File: src/rtl/lts_pkg.sv
`timescale 1ns/1ps
package lts_pkg;
  // Word type handed to the downstream emitter (code values are part of R1)
  typedef enum logic [1:0] {
    WS_PAYLOAD = 2'd0,
    WS_IDLE    = 2'd1,
    WS_TCTL    = 2'd2,
    WS_TDAT    = 2'd3
  } word_t;
endpackage

File: src/rtl/lts_gap_timer.sv
`timescale 1ns/1ps
module lts_gap_timer #(
  parameter int CNT_W = 16
) (
  input  logic             clk,
  input  logic             rst,
  input  logic [CNT_W-1:0] max_interval,
  input  logic             seq_start,
  output logic             due
);
  localparam logic [CNT_W-1:0] CNT_MAX = {CNT_W{1'b1}};

  logic [CNT_W-1:0] gap_q;

  // Counts cycles since the most recent idle word; saturates at all-ones
  always_ff @(posedge clk) begin
    if (rst) begin
      gap_q <= '0;
    end else if (seq_start) begin
      gap_q <= '0;
    end else if (gap_q != CNT_MAX) begin
      gap_q <= gap_q + 1'b1;
    end
  end

  // Due one cycle ahead so the idle word lands exactly max_interval cycles apart
  always_comb begin
    due = 1'b0;
    if (max_interval != '0) begin
      due = (gap_q >= (max_interval - 1'b1));
    end
  end
endmodule

File: src/rtl/lts_seq_ctrl.sv
`timescale 1ns/1ps
module lts_seq_ctrl
  import lts_pkg::*;
#(
  parameter int PAT_LEN = 10,
  parameter int REP_W   = 6
) (
  input  logic             clk,
  input  logic             rst,
  input  logic             due,
  input  logic             provisioned,
  input  logic             burst_active,
  input  logic [REP_W-1:0] rep_count,
  output logic             seq_start,
  output word_t            word_q,
  output logic             busy_q
);
  localparam int PW = (PAT_LEN > 1) ? $clog2(PAT_LEN) : 1;
  localparam logic [PW-1:0] W_LAST = PW'(PAT_LEN - 1);

  word_t            st_d;
  logic [PW-1:0]    wcnt_q;
  logic [REP_W-1:0] rcnt_q;
  logic [REP_W-1:0] rlast_q;
  logic             want;
  logic             pat_end;
  logic             rep_end;

  assign want    = !burst_active && (due || !provisioned);
  assign pat_end = (wcnt_q == W_LAST);
  assign rep_end = (rcnt_q == rlast_q);

  always_comb begin
    st_d = word_q;
    unique case (word_q)
      WS_PAYLOAD: if (want) st_d = WS_IDLE;
      WS_IDLE:    st_d = WS_TCTL;
      WS_TCTL:    if (pat_end) st_d = WS_TDAT;
      WS_TDAT: begin
        if (pat_end) begin
          if (!rep_end)  st_d = WS_TCTL;
          else if (want) st_d = WS_IDLE;
          else           st_d = WS_PAYLOAD;
        end
      end
      default:    st_d = WS_PAYLOAD;
    endcase
  end

  assign seq_start = (st_d == WS_IDLE);

  always_ff @(posedge clk) begin
    if (rst) begin
      word_q  <= WS_PAYLOAD;
      busy_q  <= 1'b0;
      wcnt_q  <= '0;
      rcnt_q  <= '0;
      rlast_q <= '0;
    end else begin
      word_q <= st_d;
      busy_q <= (st_d != WS_PAYLOAD);
      if (seq_start) begin
        wcnt_q  <= '0;
        rcnt_q  <= '0;
        rlast_q <= (rep_count == '0) ? '0 : (rep_count - 1'b1);
      end else if (word_q == WS_TCTL || word_q == WS_TDAT) begin
        wcnt_q <= pat_end ? '0 : (wcnt_q + 1'b1);
        if (word_q == WS_TDAT && pat_end && !rep_end) begin
          rcnt_q <= rcnt_q + 1'b1;
        end
      end
    end
  end

  // the idle word is followed directly by a training control word
  assert_idle_to_ctl_R4: assert property (@(posedge clk) disable iff (rst)
    (word_q == WS_IDLE) |=> (word_q == WS_TCTL));

  // control words hand over to data words only after a full pattern
  assert_ctl_len_R4: assert property (@(posedge clk) disable iff (rst)
    (word_q == WS_TDAT && $past(word_q) == WS_TCTL) |-> ($past(wcnt_q) == W_LAST));

  // repetition index never passes the captured last repetition
  assert_rep_bound_R5: assert property (@(posedge clk) disable iff (rst)
    (word_q == WS_TCTL || word_q == WS_TDAT) |-> (rcnt_q <= rlast_q));
endmodule

File: src/rtl/lnk_train_sched.sv
`timescale 1ns/1ps
module lnk_train_sched
  import lts_pkg::*;
#(
  parameter int CNT_W   = 16,
  parameter int REP_W   = 6,
  parameter int PAT_LEN = 10
) (
  input  logic             clk,
  input  logic             rst,
  input  logic [CNT_W-1:0] max_interval,
  input  logic [REP_W-1:0] rep_count,
  input  logic             provisioned,
  input  logic             burst_active,
  output logic [1:0]       word_sel,
  output logic             busy
);
  logic  due;
  logic  seq_start;
  word_t word_q;
  logic  busy_q;

  lts_gap_timer #(.CNT_W(CNT_W)) gap_i (
    .clk          (clk),
    .rst          (rst),
    .max_interval (max_interval),
    .seq_start    (seq_start),
    .due          (due)
  );

  lts_seq_ctrl #(.PAT_LEN(PAT_LEN), .REP_W(REP_W)) seq_i (
    .clk          (clk),
    .rst          (rst),
    .due          (due),
    .provisioned  (provisioned),
    .burst_active (burst_active),
    .rep_count    (rep_count),
    .seq_start    (seq_start),
    .word_q       (word_q),
    .busy_q       (busy_q)
  );

  assign word_sel = word_q;
  assign busy     = busy_q;

  // an expired gap with no burst opens a sequence in the next cycle
  assert_due_start_R2: assert property (@(posedge clk) disable iff (rst)
    (due && !burst_active && word_sel == 2'd0) |=> (word_sel == 2'd1));

  // disabled interval on a provisioned link keeps payload slots
  assert_disabled_quiet_R3: assert property (@(posedge clk) disable iff (rst)
    (max_interval == '0 && provisioned && word_sel == 2'd0) |=> (word_sel == 2'd0));

  // no sequence starts behind a burst that is still running
  assert_no_start_in_burst_R7: assert property (@(posedge clk) disable iff (rst)
    (burst_active && word_sel == 2'd0) |=> (word_sel == 2'd0));

  // busy mirrors any non-payload word type
  assert_busy_match_R8: assert property (@(posedge clk) disable iff (rst)
    busy == (word_sel != 2'd0));
endmodule

File: config.mk
export PLATFORM = sky130hd
export DESIGN_NAME = lnk_train_sched
export DESIGN_NICKNAME = d
export VERILOG_FILES = /design/src/rtl/lts_pkg.sv /design/src/rtl/lts_gap_timer.sv /design/src/rtl/lts_seq_ctrl.sv /design/src/rtl/lnk_train_sched.sv
export SDC_FILE = /design/constraint.sdc
export NUM_CORES = 1
export LEC_CHECK = 0
export BUFFER_PORTS_ARGS = -buffer_cell sky130_fd_sc_hd__buf_2
export CAP_MARGIN = 20
export CORE_MARGIN = 2
export CORE_UTILIZATION = 35
export CTS_CLUSTER_SIZE = 8
export DETAILED_ROUTE_END_ITERATION = 8
export PLACE_DENSITY_LB_ADDON = 0.15
export REMOVE_ABC_BUFFERS = 1
export SLEW_MARGIN = 20
export SYNTH_ARGS = -nofsm -noshare
export SYNTH_HDL_FRONTEND = slang
export SYNTH_SLANG_ARGS = --single-unit
File: constraint.sdc
create_clock -name clk -period 8.1 [get_ports clk]
set_input_delay 0.81 -clock clk [delete_from_list [all_inputs] [get_ports clk]]
set_output_delay 0.81 -clock clk [all_outputs]
set_load 0.005 [all_outputs]
==> impl_metrics.toml, run 1 <==
[status]
status = "complete, no violations"

[route]
vias = 2124
drc = 0
viasPerCell = 5.02
dr.first_iter.drc_count = 142
antenna_left = 0
drt_wl_total_um = 5630
wl_per_cell_um = 13.3
firstDrtPassIters = 4

[placement]
dpl_cell_area_um2 = 2850
place_hpwl_um = 4160
dp.cells = 415
gp_routability_congestion = 0.783
port_buffers = 28

[power_and_ir_drop]
p_total_uw = 382
power_density_nw_per_um2 = 129
peakVddDrop_mv = 0.0941
power.leakage_nw = 1.13

[timing]
fin_worst_skew_ps = 11.2
setup_viol = 0
fin_crit_sh_pct = 47.4
max_freq_mhz = 261
fin_tns_setup_ps = 0
hold_violations = 0
worst_slew_pin_slew_ps = 944
timing.hold.ws_ps = 535
rsz0062_at_grt = "false"
maxSlewHeadroom_pct = 37.0
period_needed_ps = 3840
slew_viol_final = 0

[cts]
tritoncts = "done"
cts_setup_buffers = 0
cts-resized-gates = 0
cts-hold-fix-buffers = 0
insertion_delay_ps = 290
htree_levels = 2
cts_buffers = 5
cts_sinks = 35
clkTransAtPathRegs_ps = 80
root_buffer = "clkbuf_8"
clock_path_buffers = 2

[global_routing]
overflow = 0
grt_pass1_wl_um = 9550
track_usage_pct = 14.0
grt_max_degree = 39
grt_pass1_vias = 2044
antenna_found_initial = 0

[yosys]
syn_area_um2 = 2640
synthFlopType = "dfxtp_1"
yosysMostFrequentCell = "dfxtp_1"
synth_cell_types = 46
synth_edf_count = 0
yosys.area.top_type_share_pct = 26.5
synthCells = 297
synthTopCellsByCount = "35 x dfxtp_1, 25 x xnor2_1, 22 x ha_1, 22 x nor2_1"
yosys_warnings = 0
yosys-top-cells-area = "dfxtp_1 27%, ha_1 10%, xnor2_1 8.3%, nor3_2 7.6%, xor2_1 4.6%"
yosys.area.top_type = "dfxtp_1"
async_flop_share_pct = 0
synth-seq-cells = 35
syn_avg_cell_area_um2 = 8.90
ys_seq_area_share_pct = 26.5

[hold_path]
min_from = "seq_i.wcnt_q[1]$_SDFFE_PP0P_"
hp-class = "flip-flop to flip-flop"
min_path_cells = 2
worstHoldEndpoint = "seq_i.wcnt_q[3]$_SDFFE_PP0P_"

[floorplanning]
rows = 31
start_util_pct = 36.3
io_pins = 29
die_h_um = 90.9
die_w_um = 90.9
die_area_um2 = 8260
coreArea_um2 = 7290

[setup_path]
rr_endpoint = "seq_i.rlast_q[2]$_SDFFE_PP0N_"
worstPathRequired_ps = 8270
regToRegSetupSlack_ps = 5500
cp_cell_sequence = "buf_2 > nor4_2 > nand2_1 > nor4b_1 > xnor2_1 > ha_1 > nand4_1 > nor4_1 > a31o_2 > o211a_1 > buf_4 > mux2_4"
critPathArrivalTime_ps = 4000
cp_max_fo = 24
reg2regPathDepth = 8
critical-path-max-stage-delay_ps = 420
rr_startpoint = "gap_i.gap_q[0]$_SDFFE_PP0P_"
criticalPathCategory = "input port to flip-flop"
cp_slowest_cell = "nor4_2"
cp-start-kind = "input port"
cp-end-kind = "flip-flop"

[job]
drv_cap = 0

[cells_and_area]
diodes = 0
drive_gt1_share_pct = 22.2
nets = 371
fin_cells = 423
area_delta_synth_final_pct = 11.7
stdcell_area_um2 = 2950
## cell families (layout without fill, tap and decap cells)
| group | after synthesis | count (layout) | synth area share [%] |
|---|---|---|---|
| adder cells (fa/ha/maj) | 22 | 22 | 10.4 |
| AND/OR/NAND/NOR | 123 | 123 | 29.2 |
| buffers and inverters | 20 | 47 | 3.74 |
| AO/OA/AOI/OAI | 47 | 47 | 12.5 |
| flip-flops | 35 | 35 | 26.5 |
| multiplexers | 11 | 11 | 4.73 |
| XOR/XNOR | 39 | 39 | 12.9 |
## cell type report
| type | instances | area, um^2 |
|---|---|---|
| sequential | 35 | 701 |
| timing repair buffer | 29 | 148 |
| fill | 777 | 4340 |
| clock buffer | 8 | 100 |
| inverter | 10 | 37.5 |
| multi-input combinational | 242 | 1840 |
| tap | 99 | 124 |
## critical path, delay by kind of cell
family / cells / cell delay [ps]
AND/OR/NAND/NOR: 5 / 1410
buffers and inverters: 2 / 510
AO/OA/AOI/OAI: 2 / 490
multiplexers: 1 / 330
adder cells (fa/ha/maj): 1 / 300
XOR/XNOR: 1 / 120
## worst max-delay path by stage
| stage | start | to | slack (ps) | depth (start not counted) |
|---|---|---|---|---|
| 6_report | max_interval[5] | seq_i.rlast_q[2]$_SDFFE_PP0N_ | 4260 | 12 |
| 5_1_grt | max_interval[5] | seq_i.rlast_q[2]$_SDFFE_PP0N_ | 3990 | 12 |
| 4_1_cts | max_interval[5] | seq_i.rlast_q[2]$_SDFFE_PP0N_ | 4240 | 12 |
| 3_5_place_dp | max_interval[5] | seq_i.rlast_q[3]$_SDFFE_PP0N_ | 3930 | 12 |
| 3_3_place_gp | max_interval[5] | seq_i.rlast_q[3]$_SDFFE_PP0N_ | 4000 | 12 |
| 2_1_floorplan | max_interval[5] | seq_i.rlast_q[2]$_SDFFE_PP0N_ | 4130 | 10 |
## layout by cell type, fill, tap and decap left out, types with 3 or more instances in the layout
master    Yosys  routed
a211oi_1      6       6
a21oi_1      16      16
a31o_2        3       3
and4_1        3       3
buf_2         1      28
clkbuf_8      0       7
dfxtp_1      35      35
ha_1         22      22
inv_1        10      10
mux2_2        4       4
mux2i_1       5       5
nand2_1      20      20
nand2b_1      4       4
nand3_1      10      10
nand3b_1      3       3
nand4_1       7       7
nor2_1       22      22
nor2b_1       9       9
nor3_1        8       8
nor3_2       20      20
nor4_1        4       4
o211ai_1      3       3
o21ai_0       6       6
xnor2_1      25      25
xor2_1       14      14
## stage by stage
step	setup slack (ps)	util (%)
3_3_place_gp	4000	39.1
5_1_grt	3990	40.5
3_5_place_dp	3930	39.1
6_report	4260	40.5
4_1_cts	4240	40.5
2_1_floorplan	4130	-
## layer usage
layer,track usage [%],routed length [um],up-vias
li1,-,-,1123
met1,19.4,2880,957
met2,22.7,2500,39
met3,2.17,186,5
met4,3.79,63,0
met5,0,0,-
## report_power, final
group	switching (mW)	internal, mW
Sequential	0.00459	0.176
Combinational	0.0348	0.0252
Clock	0.0634	0.0777
Total	0.103	0.279
## state kept, by name, indices dropped and copies added, names as in the netlist
name,flops
seq_i.wcnt_q,4
gap_i.gap_q,16
seq_i.rlast_q,6
seq_i.word_q,2
seq_i.busy_q,1
seq_i.rcnt_q,6
Note: power is estimated with default switching activity, not from simulation.
==> inputs of run 2 (changes only) <==
==> constraint.sdc (replaced) <==
create_clock -name clk -period 3.7 [get_ports clk]
set_input_delay 0.37 -clock clk [delete_from_list [all_inputs] [get_ports clk]]
set_output_delay 0.37 -clock clk [all_outputs]
set_load 0.005 [all_outputs]
==> run 2 against run 1 <==
Power up 150%. Sequential power is 120% higher. Clock power grew to 2.9 times the previous value. Highest routed layer unchanged. Design area increased by 2.2%. Worst setup slack worse by 3600 ps. Count of clock-buffer cells in the layout is 3 lower. Largest power group is now the clock network. Via count rose by 0.99%. Non-clock buffer count grew 2.
==> impl_metrics.toml, run 2 (synthesis results as in run 1) <==
[cts]
htree_levels = 2
insertion_delay_ps = 290
cts-hold-fix-buffers = 0
clkTransAtPathRegs_ps = 70
tritoncts = "done"
cts_sinks = 35
clock_path_buffers = 2
cts_setup_buffers = 0
cts-resized-gates = 0
root_buffer = "clkbuf_8"
cts_buffers = 5

[floorplanning]
die_area_um2 = 8260
rows = 31
die_h_um = 90.9
die_w_um = 90.9
start_util_pct = 36.3
io_pins = 29
coreArea_um2 = 7290

[setup_path]
critPathArrivalTime_ps = 3230
cp-start-kind = "input port"
cp_max_fo = 8
cp-end-kind = "flip-flop"
criticalPathCategory = "input port to flip-flop"
worstPathRequired_ps = 3860

[hold_path]
hp-class = "input port to flip-flop"

[global_routing]
overflow = 0
antenna_found_initial = 0
grt_max_degree = 27
grt_pass1_wl_um = 9620
grt_pass1_vias = 2013
track_usage_pct = 14.3

[cells_and_area]
diodes = 0
nets = 373
final_common_cell = "dfxtp_1"
largest_register = "gap_i.gap_q"
area_delta_synth_final_pct = 14.2
multi_input_area_um2 = 1840
mostFrequentLayoutCells = "35 x dfxtp_1, 28 x buf_2, 25 x xnor2_1"
ff_latch_area_um2 = 701
stdcell_area_um2 = 3020
fillerInstances = 782
reg_top3 = "gap_i.gap_q: 16 flops, seq_i.rcnt_q: 6 flops, seq_i.rlast_q: 6 flops"
fin_cells = 425
largest_register_ffs = 16
drive_gt1_share_pct = 23.0

[timing]
timing.hold.ws_ps = 445
fin_tns_setup_ps = 0
max_freq_mhz = 326
fin_worst_skew_ps = 13.9
fin_crit_sh_pct = 82.9
setup_viol = 0
hold_violations = 0
maxSlewHeadroom_pct = 56.3
slew_viol_final = 0
worst_slew_pin_slew_ps = 653
period_needed_ps = 3070
rsz0062_at_grt = "false"

[route]
dr.first_iter.drc_count = 145
drc = 0
viasPerCell = 5.05
antenna_left = 0
vias = 2145
wl_per_cell_um = 13.3
drt_wl_total_um = 5650
firstDrtPassIters = 4

[status]
status = "complete, no violations"

[power_and_ir_drop]
peakVddDrop_mv = 0.199
power.leakage_nw = 1.15
power_density_nw_per_um2 = 314
p_total_uw = 946

[job]
drv_cap = 0

[placement]
dpl_cell_area_um2 = 2880
place_hpwl_um = 4320
gp_routability_congestion = 0.753
port_buffers = 28
dp.cells = 417
## run 2: stage by stage
step,worst slack (ps),utilization [%]
after floorplan,167,-
after global placement,316,39.5
after detailed placement,312,39.5
after CTS,596,41.4
after global routing,294,41.4
final,631,41.4
## run 2: layout make-up
cell class                 count  share of cell area [%]
timing repair buffer          31                    5.80
clock inverter                 3                    2.24
inverter                      10                    1.24
multi-input combinational    242                    61.1
tap                           99                    4.10
clock buffer                   5                    2.28
sequential                    35                    23.2
## run 2: final timing paths
path	startpoint	end	slack, ps	depth (start not counted)
worst max register to register	gap_i.gap_q[0]$_SDFFE_PP0P_	gap_i.gap_q[2]$_SDFFE_PP0P_	1210	8
worst min register to register	seq_i.wcnt_q[3]$_SDFFE_PP0P_	seq_i.wcnt_q[3]$_SDFFE_PP0P_	520	2
worst max-delay path	max_interval[5]	seq_i.rcnt_q[0]$_SDFFE_PP0P_	630	13
worst min-delay path	rst	seq_i.rcnt_q[4]$_SDFFE_PP0P_	440	2
## run 2: where the power goes
part           switching [mW]  internal (mW)  total (mW)
Combinational          0.0760         0.0587       0.135
Sequential             0.0102          0.386       0.396
Clock                   0.147          0.269       0.415
Total                   0.233          0.713       0.946
## run 2: metal layers
layer	vias to the layer above	routed length [um]	track usage, %
li1	1132	-	-
met1	964	2780	18.9
met5	-	0	0
met3	8	221	2.25
met2	41	2560	24.0
met4	0	89	4.17
## run 2: critical path, stage by stage
cell and delay, ps:
buf_2 120, nor4_2 410, nand2_1 170, nor2_1 230, nand2_1 100, xor2_1 170, ha_1 320, nand4_1 150
nor4_1 300, a31o_2 250, o211a_1 330, buf_4 250, nor3_2 60
==> inputs of run 3 (changes only) <==
--- a/config.mk
+++ b/config.mk
@@ -5,6 +5,7 @@
 export SDC_FILE = /design/constraint.sdc
 export NUM_CORES = 1
 export LEC_CHECK = 0
+export ABC_AREA = 1
 export BUFFER_PORTS_ARGS = -buffer_cell sky130_fd_sc_hd__buf_2
 export CAP_MARGIN = 20
 export CORE_MARGIN = 2
==> constraint.sdc (replaced) <==
create_clock -name clk -period 2.75 [get_ports clk]
set_input_delay 0.275 -clock clk [delete_from_list [all_inputs] [get_ports clk]]
set_output_delay 0.275 -clock clk [all_outputs]
set_load 0.005 [all_outputs]
==> run 3 against run 2 <==
Clock power down 11%. Sequential share of layout area down 2.0 points. Flip-flop and latch count unchanged. Count of clock-buffer cells in the layout is 1 higher. Power increased by 22%. Worst setup slack got worse by 570 ps. Register-to-register slack got worse by 600 ps. Utilization grew 4.5 points. Non-clock buffer count up 21. First-iteration DRC count is 60% lower.
==> impl_metrics.toml, run 3 <==
[setup_path]
cp-start-kind = "input port"
rr_endpoint = "gap_i.gap_q[1]$_SDFFE_PP0P_"
cp_max_fo = 7
critPathArrivalTime_ps = 2920
rr_startpoint = "gap_i.gap_q[6]$_SDFFE_PP0P_"
reg2regPathDepth = 19
worstPathRequired_ps = 2980
cp-end-kind = "flip-flop"
regToRegSetupSlack_ps = 610
criticalPathCategory = "input port to flip-flop"

[timing]
fin_worst_skew_ps = 9.48
fin_tns_setup_ps = 0
max_freq_mhz = 372
setup_viol = 0
slew_viol_final = 0
maxSlewHeadroom_pct = 77.4
fin_crit_sh_pct = 97.8
hold_violations = 0
worst_slew_pin_slew_ps = 338
period_needed_ps = 2690
rsz0062_at_grt = "true"
setup_ws_ps = 60.0

[global_routing]
antenna_found_initial = 0
grt_pass1_vias = 2147
grt_max_degree = 16
grt_pass1_wl_um = 8990
overflow = 0
track_usage_pct = 13.2

[cells_and_area]
mostFrequentLayoutCells = "62 x nand2_1, 50 x inv_1, 35 x nor2_1, 35 x dfxtp_1, 26 x buf_2"
diodes = 0
area_delta_synth_final_pct = 27.7
reg_top3 = "gap_i.gap_q: 16 flops, seq_i.rcnt_q: 6 flops, seq_i.rlast_q: 6 flops"
largest_register_ffs = 16
drive_gt1_share_pct = 27.5
final_common_cell = "nand2_1"
nets = 470
largest_register = "gap_i.gap_q"

[cts]
insertion_delay_ps = 280
tritoncts = "done"
cts_sinks = 35
cts-hold-fix-buffers = 0
cts_setup_buffers = 0
cts_buffers = 5
htree_levels = 2
clock_path_buffers = 2
clkTransAtPathRegs_ps = 70
root_buffer = "clkbuf_8"

[route]
wl_per_cell_um = 10.2
dr.first_iter.drc_count = 58
vias = 2326
firstDrtPassIters = 4
viasPerCell = 4.46
drt_wl_total_um = 5310
drc = 0
antenna_left = 0

[yosys]
ys_seq_area_share_pct = 27.1
synthFlopType = "dfxtp_1"
synthCells = 367
synth-seq-cells = 35
synthTopCellsByCount = "66 x nand2_1, 51 x inv_1, 43 x nor2_1, 35 x dfxtp_1, 25 x nand3_1"
synth_edf_count = 0
yosys_warnings = 0
yosys.area.top_type = "dfxtp_1"
synth_cell_types = 30
yosys-top-cells-area = "dfxtp_1 27%, ha_1 11%, nand2_1 9.6%, inv_1 7.4%, xor2_1 7.1%"
syn_area_um2 = 2590
yosysMostFrequentCell = "nand2_1"
yosys.area.top_type_share_pct = 27.1
async_flop_share_pct = 0
syn_avg_cell_area_um2 = 7.06

[placement]
post-place-ws_ps = -280
port_buffers = 28
gp_routability_congestion = 0.782
place_hpwl_um = 4080

[hold_path]
worstHoldEndpoint = "seq_i.busy_q$_SDFF_PP0_"
min_path_cells = 2
min_from = "rst"
hp-class = "input port to flip-flop"

[power_and_ir_drop]
power.leakage_nw = 1.49
peakVddDrop_mv = 0.263
power_density_nw_per_um2 = 349
p_total_mw = 1.15

[floorplanning]
io_pins = 29
start_util_pct = 35.9
rows = 31
die_h_um = 90.0
die_w_um = 90.0
coreArea_um2 = 7210
die_area_um2 = 8100

[status]
status = "complete, no violations"

[job]
drv_cap = 0
## run 3: cell count changes after synthesis, sizes merged, moves of 9 or more
cell,change
nor2b,-9
nand3,+15
nor3,-21
nor2,+44
nand2,+52
xnor2,-10
inv,+43
## run 3: metrics by stage
step	cell area (um^2)	utilization (%)	cells	hold slack, ps
2_1_floorplan	2550	-	363	344
3_3_place_gp	3010	41.7	513	478
3_5_place_dp	3010	41.7	513	482
4_1_cts	3100	43.0	520	184
5_1_grt	3310	45.9	521	199
6_report	3310	45.9	521	191
## run 3: final cells by class
type | instances | area (um^2)
repair buffers | 52 | 387
inverters | 53 | 199
fillers | 759 | 3910
clock inverters | 1 | 5.00
multi-input cells | 275 | 1810
well taps | 99 | 124
flip-flops and latches | 35 | 701
clock buffers | 6 | 82.6
## run 3: timing repair
item | in CTS | in global routing
setup endpoints to repair | 2 | 34
gates cloned | 0 | 1
pin swaps | 0 | 23
resized for setup | 1 | 42
## run 3: critical path, cell delays in order
cell       delay, ps
buf_8            100
nor2_4            90
nand2_2           70
nor3_4           200
nand3_2          130
nor2_4           140
nand2_2           80
nor2_4           130
xnor2_2           90
ha_1             340
a21oi_2          130
o21ai_1           70
a21oi_1          120
nand2_1           60
nand2_1           80
nand2_1           70
nand3_1           70
nand2_1           60
nand2_2           90
nand2_4           70
nand2_4           80
nand2_8           80
clkbuf_16        190
nor2_4            90
## run 3: routing by layer
metal | GRT usage (%) | vias up | wire length, um
met2 | 23.6 | 37 | 2530
met5 | 0 | - | 0
met1 | 16.0 | 1015 | 2540
met4 | 3.85 | 0 | 68
li1 | - | 1269 | -
met3 | 2.43 | 5 | 173
## run 3: cells by family after synthesis
group	synth area share [%]
buffers and inverters	9.28
adder cells (fa/ha/maj)	10.6
AND/OR/NAND/NOR	33.7
XOR/XNOR	12.2
multiplexers	0.773
flip-flops	27.1
AO/OA/AOI/OAI	6.43
## run 3: worst max path at each step
stage / from / endpoint / slack, ps
6_report: max_interval[2] / gap_i.gap_q[1]$_SDFFE_PP0P_ / 60
5_1_grt: max_interval[1] / gap_i.gap_q[7]$_SDFFE_PP0P_ / -150
4_1_cts: max_interval[0] / gap_i.gap_q[3]$_SDFFE_PP0P_ / 5
3_5_place_dp: max_interval[0] / seq_i.rcnt_q[2]$_SDFFE_PP0P_ / -280
3_3_place_gp: max_interval[0] / seq_i.rcnt_q[2]$_SDFFE_PP0P_ / -240
2_1_floorplan: max_interval[0] / seq_i.rcnt_q[0]$_SDFFE_PP0P_ / -160
## run 3: report_power, final
part / total, mW / switching (mW) / internal (mW)
combinational: 0.248 / 0.134 / 0.114
sequential: 0.537 / 0.0141 / 0.523
clock: 0.369 / 0.173 / 0.196
